**config.mk**
```make
export PLATFORM = sky130hd
export DESIGN_NAME = cx_int_unit
export DESIGN_NICKNAME = d
export VERILOG_FILES = /design/src/rtl/cx_int_pkg.sv /design/src/rtl/cx_int_rot.sv /design/src/rtl/cx_int_ctrl.sv /design/src/rtl/cx_int_dpath.sv /design/src/rtl/cx_int_unit.sv
export SDC_FILE = /design/constraint.sdc
export NUM_CORES = 1
export LEC_CHECK = 0
export CORE_UTILIZATION = 59
export DETAILED_ROUTE_END_ITERATION = 12
export DONT_BUFFER_PORTS = 1
export GPL_ROUTABILITY_DRIVEN = 0
export PLACE_DENSITY = 0.78
export SETUP_SLACK_MARGIN = 0.1
export SLEW_MARGIN = 10
export SYNTH_ARGS = -nofsm -noshare
export SYNTH_HDL_FRONTEND = slang
export SYNTH_SLANG_ARGS = --single-unit
```
**constraint.sdc**
```tcl
create_clock -name clk -period 4.4 [get_ports clk]
set_input_delay 0.44 -clock clk [delete_from_list [all_inputs] [get_ports clk]]
set_output_delay 0.44 -clock clk [all_outputs]
set_load 0.02 [all_outputs]
```
**src/rtl/cx_int_pkg.sv**
```systemverilog
package cx_int_pkg;

  typedef enum logic [2:0] {
    OP_SHL = 3'd0,
    OP_SHR = 3'd1,
    OP_SAR = 3'd2,
    OP_ROL = 3'd3,
    OP_ROR = 3'd4,
    OP_MUL = 3'd5,
    OP_DIV = 3'd6,
    OP_NOP = 3'd7
  } cxOp_t;

  typedef enum logic [1:0] {
    CLS_SHIFT = 2'd0,
    CLS_MUL   = 2'd1,
    CLS_DIV   = 2'd2,
    CLS_NONE  = 2'd3
  } cxClass_t;

  // strobes from control to datapath
  typedef struct packed {
    logic load;    // capture operands, do single-pass work
    logic step;    // one iteration of multiply or divide
    logic finish;  // move working state to the result registers
  } cxStrobe_t;

  function automatic cxClass_t classOf(cxOp_t op);
    case (op)
      OP_SHL, OP_SHR, OP_SAR, OP_ROL, OP_ROR: classOf = CLS_SHIFT;
      OP_MUL:  classOf = CLS_MUL;
      OP_DIV:  classOf = CLS_DIV;
      default: classOf = CLS_NONE;
    endcase
  endfunction

endpackage

```
**src/rtl/cx_int_rot.sv**
```systemverilog
// Logarithmic right rotator, one stage per amount bit.
module cx_int_rot #(
  parameter int W = 32,
  localparam int SW = $clog2(W)
) (
  input  logic [W-1:0]  dataIn,
  input  logic [SW-1:0] amt,
  output logic [W-1:0]  dataOut
);
  logic [W-1:0] stage [SW+1];

  assign stage[0] = dataIn;

  for (genvar i = 0; i < SW; i++) begin : gStage
    localparam int SH = 1 << i;
    assign stage[i+1] = amt[i] ? {stage[i][SH-1:0], stage[i][W-1:SH]} : stage[i];
  end

  assign dataOut = stage[SW];
endmodule

```
**src/rtl/cx_int_ctrl.sv**
```systemverilog
module cx_int_ctrl
  import cx_int_pkg::*;
#(
  parameter int SHIFT_LAT = 4,
  parameter int MUL_LAT   = 14,
  parameter int DIV_LAT   = 60,
  parameter int MUL_STEPS = 8,
  parameter int DIV_STEPS = 32
) (
  input  logic      clk,
  input  logic      rstN,
  input  logic      inValid,
  input  logic [2:0] inOp,
  output logic      inReady,
  output logic      outValid,
  output cxStrobe_t strobe
);
  localparam int MAX_A   = (SHIFT_LAT > MUL_LAT) ? SHIFT_LAT : MUL_LAT;
  localparam int MAX_LAT = (MAX_A > DIV_LAT) ? MAX_A : DIV_LAT;
  localparam int CW      = $clog2(MAX_LAT + 1);

  logic          busy;
  logic [CW-1:0] cnt;
  logic [CW-1:0] latR;
  logic [CW-1:0] stepsR;
  logic [CW-1:0] latSel;
  logic [CW-1:0] stepsSel;
  logic          outValidR;
  logic          accept;
  logic          fire;

  always_comb begin
    case (classOf(cxOp_t'(inOp)))
      CLS_MUL: begin
        latSel   = CW'(MUL_LAT);
        stepsSel = CW'(MUL_STEPS);
      end
      CLS_DIV: begin
        latSel   = CW'(DIV_LAT);
        stepsSel = CW'(DIV_STEPS);
      end
      default: begin
        latSel   = CW'(SHIFT_LAT);
        stepsSel = '0;
      end
    endcase
  end

  assign accept = inValid && !busy;
  assign fire   = busy && (cnt == latR);

  always_ff @(posedge clk or negedge rstN) begin
    if (!rstN) begin
      busy      <= 1'b0;
      cnt       <= '0;
      latR      <= '0;
      stepsR    <= '0;
      outValidR <= 1'b0;
    end else begin
      outValidR <= fire;
      if (accept) begin
        busy   <= 1'b1;
        cnt    <= CW'(1);
        latR   <= latSel;
        stepsR <= stepsSel;
      end else if (fire) begin
        busy <= 1'b0;
      end else if (busy) begin
        cnt <= cnt + CW'(1);
      end
    end
  end

  assign inReady       = !busy;
  assign outValid      = outValidR;
  assign strobe.load   = accept;
  assign strobe.step   = busy && (cnt <= stepsR);
  assign strobe.finish = fire;
endmodule

```
**src/rtl/cx_int_dpath.sv**
```systemverilog
module cx_int_dpath
  import cx_int_pkg::*;
#(
  parameter int W        = 32,
  parameter int MUL_BITS = 4
) (
  input  logic         clk,
  input  logic         rstN,
  input  cxStrobe_t    strobe,
  input  logic [2:0]   inOp,
  input  logic [W-1:0] opA,
  input  logic [W-1:0] opB,
  output logic [W-1:0] outResult,
  output logic [W-1:0] outRemainder,
  output logic         outDivZero
);
  localparam int SW = $clog2(W);

  cxOp_t        opR;
  logic [W-1:0] dividendR;
  logic [W-1:0] divisorR;
  logic [W-1:0] acc;
  logic [W-1:0] mcand;
  logic [W-1:0] mplier;
  logic [W-1:0] quo;
  logic [W-1:0] rem;
  logic [W-1:0] resR;
  logic [W-1:0] remR;
  logic         dzR;

  // ---------------- single-pass shifter ----------------
  logic [SW-1:0] amt;
  logic [SW-1:0] amtNeg;
  logic [W-1:0]  rotRight;
  logic [W-1:0]  rotLeft;
  logic [W-1:0]  keepRight;
  logic [W-1:0]  keepLeft;
  logic [W-1:0]  shiftRes;

  assign amt    = opB[SW-1:0];
  assign amtNeg = ~amt + {{(SW-1){1'b0}}, 1'b1};

  cx_int_rot #(.W(W)) uRotR (.dataIn(opA), .amt(amt),    .dataOut(rotRight));
  cx_int_rot #(.W(W)) uRotL (.dataIn(opA), .amt(amtNeg), .dataOut(rotLeft));

  assign keepRight = {W{1'b1}} >> amt;
  assign keepLeft  = {W{1'b1}} << amt;

  always_comb begin
    case (cxOp_t'(inOp))
      OP_SHL:  shiftRes = rotLeft & keepLeft;
      OP_SHR:  shiftRes = rotRight & keepRight;
      OP_SAR:  shiftRes = (rotRight & keepRight) | (opA[W-1] ? ~keepRight : '0);
      OP_ROL:  shiftRes = rotLeft;
      OP_ROR:  shiftRes = rotRight;
      default: shiftRes = '0;
    endcase
  end

  // ---------------- multiply step ----------------
  logic [MUL_BITS-1:0] digit;
  logic [W-1:0]        partial;

  assign digit   = mplier[MUL_BITS-1:0];
  assign partial = mcand * {{(W-MUL_BITS){1'b0}}, digit};

  // ---------------- restoring divide step ----------------
  logic [W:0] trial;
  logic [W:0] diff;
  logic       fits;

  assign trial = {rem, quo[W-1]};
  assign diff  = trial - {1'b0, divisorR};
  assign fits  = trial >= {1'b0, divisorR};

  always_ff @(posedge clk or negedge rstN) begin
    if (!rstN) begin
      opR       <= OP_NOP;
      dividendR <= '0;
      divisorR  <= '0;
      acc       <= '0;
      mcand     <= '0;
      mplier    <= '0;
      quo       <= '0;
      rem       <= '0;
    end else if (strobe.load) begin
      opR       <= cxOp_t'(inOp);
      dividendR <= opA;
      divisorR  <= opB;
      acc       <= (classOf(cxOp_t'(inOp)) == CLS_SHIFT) ? shiftRes : '0;
      mcand     <= opA;
      mplier    <= opB;
      quo       <= opA;
      rem       <= '0;
    end else if (strobe.step) begin
      if (classOf(opR) == CLS_MUL) begin
        acc    <= acc + partial;
        mcand  <= mcand << MUL_BITS;
        mplier <= mplier >> MUL_BITS;
      end else if (classOf(opR) == CLS_DIV) begin
        rem <= fits ? diff[W-1:0] : trial[W-1:0];
        quo <= {quo[W-2:0], fits};
      end
    end
  end

  always_ff @(posedge clk or negedge rstN) begin
    if (!rstN) begin
      resR <= '0;
      remR <= '0;
      dzR  <= 1'b0;
    end else if (strobe.finish) begin
      case (classOf(opR))
        CLS_DIV: begin
          if (divisorR == '0) begin
            resR <= '1;
            remR <= dividendR;
            dzR  <= 1'b1;
          end else begin
            resR <= quo;
            remR <= rem;
            dzR  <= 1'b0;
          end
        end
        CLS_NONE: begin
          resR <= '0;
          remR <= '0;
          dzR  <= 1'b0;
        end
        default: begin
          resR <= acc;
          remR <= '0;
          dzR  <= 1'b0;
        end
      endcase
    end
  end

  assign outResult    = resR;
  assign outRemainder = remR;
  assign outDivZero   = dzR;
endmodule

```
**src/rtl/cx_int_unit.sv**
```systemverilog
module cx_int_unit
  import cx_int_pkg::*;
#(
  parameter int W         = 32,
  parameter int MUL_BITS  = 4,
  parameter int SHIFT_LAT = 4,
  parameter int MUL_LAT   = 14,
  parameter int DIV_LAT   = 60
) (
  input  logic         clk,
  input  logic         rstN,
  input  logic         inValid,
  output logic         inReady,
  input  logic [2:0]   inOp,
  input  logic [W-1:0] opA,
  input  logic [W-1:0] opB,
  output logic         outValid,
  output logic [W-1:0] outResult,
  output logic [W-1:0] outRemainder,
  output logic         outDivZero
);
  localparam int MUL_STEPS = W / MUL_BITS;
  localparam int DIV_STEPS = W;

  cxStrobe_t strobe;

  cx_int_ctrl #(
    .SHIFT_LAT(SHIFT_LAT),
    .MUL_LAT  (MUL_LAT),
    .DIV_LAT  (DIV_LAT),
    .MUL_STEPS(MUL_STEPS),
    .DIV_STEPS(DIV_STEPS)
  ) uCtrl (
    .clk     (clk),
    .rstN    (rstN),
    .inValid (inValid),
    .inOp    (inOp),
    .inReady (inReady),
    .outValid(outValid),
    .strobe  (strobe)
  );

  cx_int_dpath #(
    .W       (W),
    .MUL_BITS(MUL_BITS)
  ) uDpath (
    .clk         (clk),
    .rstN        (rstN),
    .strobe      (strobe),
    .inOp        (inOp),
    .opA         (opA),
    .opB         (opB),
    .outResult   (outResult),
    .outRemainder(outRemainder),
    .outDivZero  (outDivZero)
  );
endmodule

```
==> impl_metrics.tcl <==
set metrics [dict create \
    stdcell_area_um2 27000 \
    peakVddDrop_v 0.000475 \
    hold_violations 301 \
    start_util 0.600 \
    wl_met3_um 10100 \
    synth-edff-count 0 \
    pwr_density_cell_nw_per_um2 568 \
    met1_length_um 30000 \
    grt-ovfl-total 0 \
    relSlewSlack 0.254 \
    core-area_um2 40900 \
    nets 2918 \
    row_count 74 \
    slowest_stage "fa_1" \
    status "finished, violations left" \
    synthMuxAreaShare 0.143 \
    drv_cap 0 \
    fmax_ghz 0.224 \
    clk_path_buf_depth 3 \
    synth-seq-cells 304 \
    post-dp-hpwl_um 56900 \
    synth_cell_types 96 \
    whs_ns -0.385 \
    cts_hold_buf 1 \
    setup_viol 3 \
    cp.required_ns 4.79 \
    critical_path_class "flop to flop" \
    critPathLaunchType "flop" \
    via_per_inst 6.86 \
    synthSimpleGateAreaFrac 0.149 \
    finalSetupTns_ns -0.173 \
    reg2reg_depth 16 \
    numPortBuffers 0 \
    fp.dieH_um 206 \
    crit_path_frequent_cell "fa_1" \
    dp_slack_ns -0.175 \
    io_pins 137 \
    cts_root_buffer "clkbuf_16" \
    vias 22203 \
    grt_pass1_wl_um 122000 \
    crit_arrival_ns 4.86 \
    synth_top_flop_cell "dfrtp_1" \
    dp.cells 3158 \
    ys_top_cells_by_count "nand2_1, dfrtp_1, o21ai_0, a21oi_1, inv_1" \
    ys_async_sr_fraction 1.00 \
    path_cells "buf_6 > and2_4 > fa_1 > fa_1 > inv_1 > fa_1 > inv_2 > ha_4 > a21o_1 > a221o_1 > a21oi_2 > o31ai_4 > a2111oi_4 > o311ai_2 > xnor2_1 > o22ai_1" \
    cp-end-kind "flop" \
    final_cells 3236 \
    syn_area_um2 24600 \
    cts_tree "yes" \
    yosys.area.top_type_share 0.307 \
    htree_levels 2 \
    synthMostInstantiatedCell "nand2_1" \
    cts_sinks 304 \
    maxSlewViolCount 0 \
    finClkSkew_ns 0.0169 \
    setup_ws_ns -0.0714 \
    wl_per_cell_um 24.2 \
    yosys_warnings 0 \
    layout_worst_path_cycle_share 1.02 \
    drive_above_1_share 0.152 \
    drtIter0Drc 3247 \
    grt_max_degree 305 \
    antenna_found_initial 1 \
    finalCriticalPeriod_ns 4.47 \
    insertion_delay_ns 0.53 \
    min_path_type "input port to async pin" \
    met2_length_um 33800 \
    top_layer "met4" \
    drtAntennaViolNets 0 \
    placed_area_um2 25200 \
    p_leak_nw 12.4 \
    cts-buffers-inserted 34 \
    synth-xor-area-share 0.0239 \
    violations "negative hold slack, negative setup slack" \
    fillCellCount 3167 \
    slowest_delay_ns 0.54 \
    syn_to_final_growth_pct 10.1 \
    first_pass_iters 6 \
    worst_pin_slew_ns 1.12 \
    clkTransAtPathRegs_ns 0.06 \
    ys_seq_area_frac 0.310 \
    grt_pass1_vias 21526 \
    remaining_drc_errors 0 \
    die_x_um 206 \
    dieArea_um2 42400 \
    yosys.area.top_type "dfrtp_1" \
    synth_top_family_by_area "compound AO/OA/AOI/OAI gates" \
    synth_area_leaders "dfrtp_1, fa_1, mux4_2" \
    track_usage 0.375 \
    syn_inst 2718 \
    rsz0062_at_grt "yes" \
    syn_area_per_cell_um2 9.03 \
    cp_max_fo 6 \
    drt_wl_total_um 78500 \
    syn_nets 2952 \
    yosys.area_share.adder 0.110 \
    synth-compound-area-share 0.199 \
]
[critical path: cells and delay by family, from the launching register on]
kind / cells / cell delay, ns
and+or+nand+nor: 1 / 0.15
xor gates and xnor gates: 1 / 0.19
DFF: 1 / 0.47
adders and majority gates: 4 / 1.72
buffers and inverters: 3 / 0.26
AOI/OAI and AO/OA: 7 / 1.54
[registers in the layout, indices dropped and copies added (netlist names), 4 cells and up]
signal / cells
uDpath.acc: 32
uDpath.dividendR: 32
uDpath.divisorR: 32
uDpath.mcand: 32
uDpath.mplier: 32
uDpath.outRemainder: 32
uDpath.outResult: 32
uDpath.quo: 32
uDpath.rem: 32
uCtrl.cnt: 6
uCtrl.latR: 4
[kinds of logic after synthesis]
group | Yosys count
AND/OR/NAND/NOR | 772
AO/OA/AOI/OAI | 771
buffers and inverters | 386
flip-flops | 304
multiplexers | 257
adder cells (fa/ha/maj) | 164
XOR/XNOR | 64
[path summary, 6_finish.rpt]
check                                              from                                  end  slack, ns
hold / removal                                     rstN  uDpath.outRemainder[19]$_DFFE_PN0P_      -0.39
setup reg to reg           uDpath.mplier[3]$_DFFE_PN0P_           uDpath.acc[30]$_DFFE_PN0P_      -0.07
hold reg to reg               uDpath.opR[1]$_DFFE_PN1P_            uDpath.opR[1]$_DFFE_PN1P_       0.47
min in group clk                                inOp[1]            uDpath.opR[1]$_DFFE_PN1P_       0.02
max in group asynchronous                          rstN            uDpath.opR[2]$_DFFE_PN1P_       4.36
setup / recovery           uDpath.mplier[3]$_DFFE_PN0P_           uDpath.acc[30]$_DFFE_PN0P_      -0.07
[per-layer routing]
| layer | track usage | up-vias |
|---|---|---|
| met3 | 0.0992 | 360 |
| li1 | - | 9507 |
| met2 | 0.554 | 1590 |
| met1 | 0.511 | 10746 |
| met4 | 0.183 | 0 |
| met5 | 0 | - |
[power breakdown]
group	internal (mW)	leakage, nW	total, mW	switching [mW]
logic	3.10	7.94	7.43	4.32
clock network	1.68	0.528	2.85	1.17
registers	3.85	3.92	5.07	1.22
[cells in the final DEF (no fill, tap or decap), drive strengths merged, types with 93 or more instances in the layout]
cell / count
a21oi: 204
o21ai: 259
dfrtp: 301
buf: 111
nor2: 104
and2: 157
mux2i: 152
inv: 205
a21o: 93
nand2: 355
[cell type report]
type	count	area [um^2]	area share
Antenna cell	1	2.50	0.0000926
Clock buffer	45	943	0.0349
Clock inverter	10	143	0.00528
Inverter	204	768	0.0284
Multi-Input combinational cell	2028	16000	0.591
Sequential cell	304	7620	0.282
Tap cell	532	666	0.0246
Timing Repair Buffer	112	912	0.0338
[through the flow]
| step | util | power [mW] |
|---|---|---|
| after floorplan | - | 9.95 |
| after global placement | 0.617 | 11.7 |
| after detailed placement | 0.617 | 12.0 |
| after CTS | 0.652 | 15.0 |
| after global routing | 0.660 | 16.2 |
| final | 0.660 | 15.4 |
[repair_timing]
action	CTS	global route
hold endpoints to repair	305	304
resized for setup	63	66
buffers inserted	9	12
setup endpoints to repair	20	21
pin swaps	23	89
(Power assumes the default switching activity.)
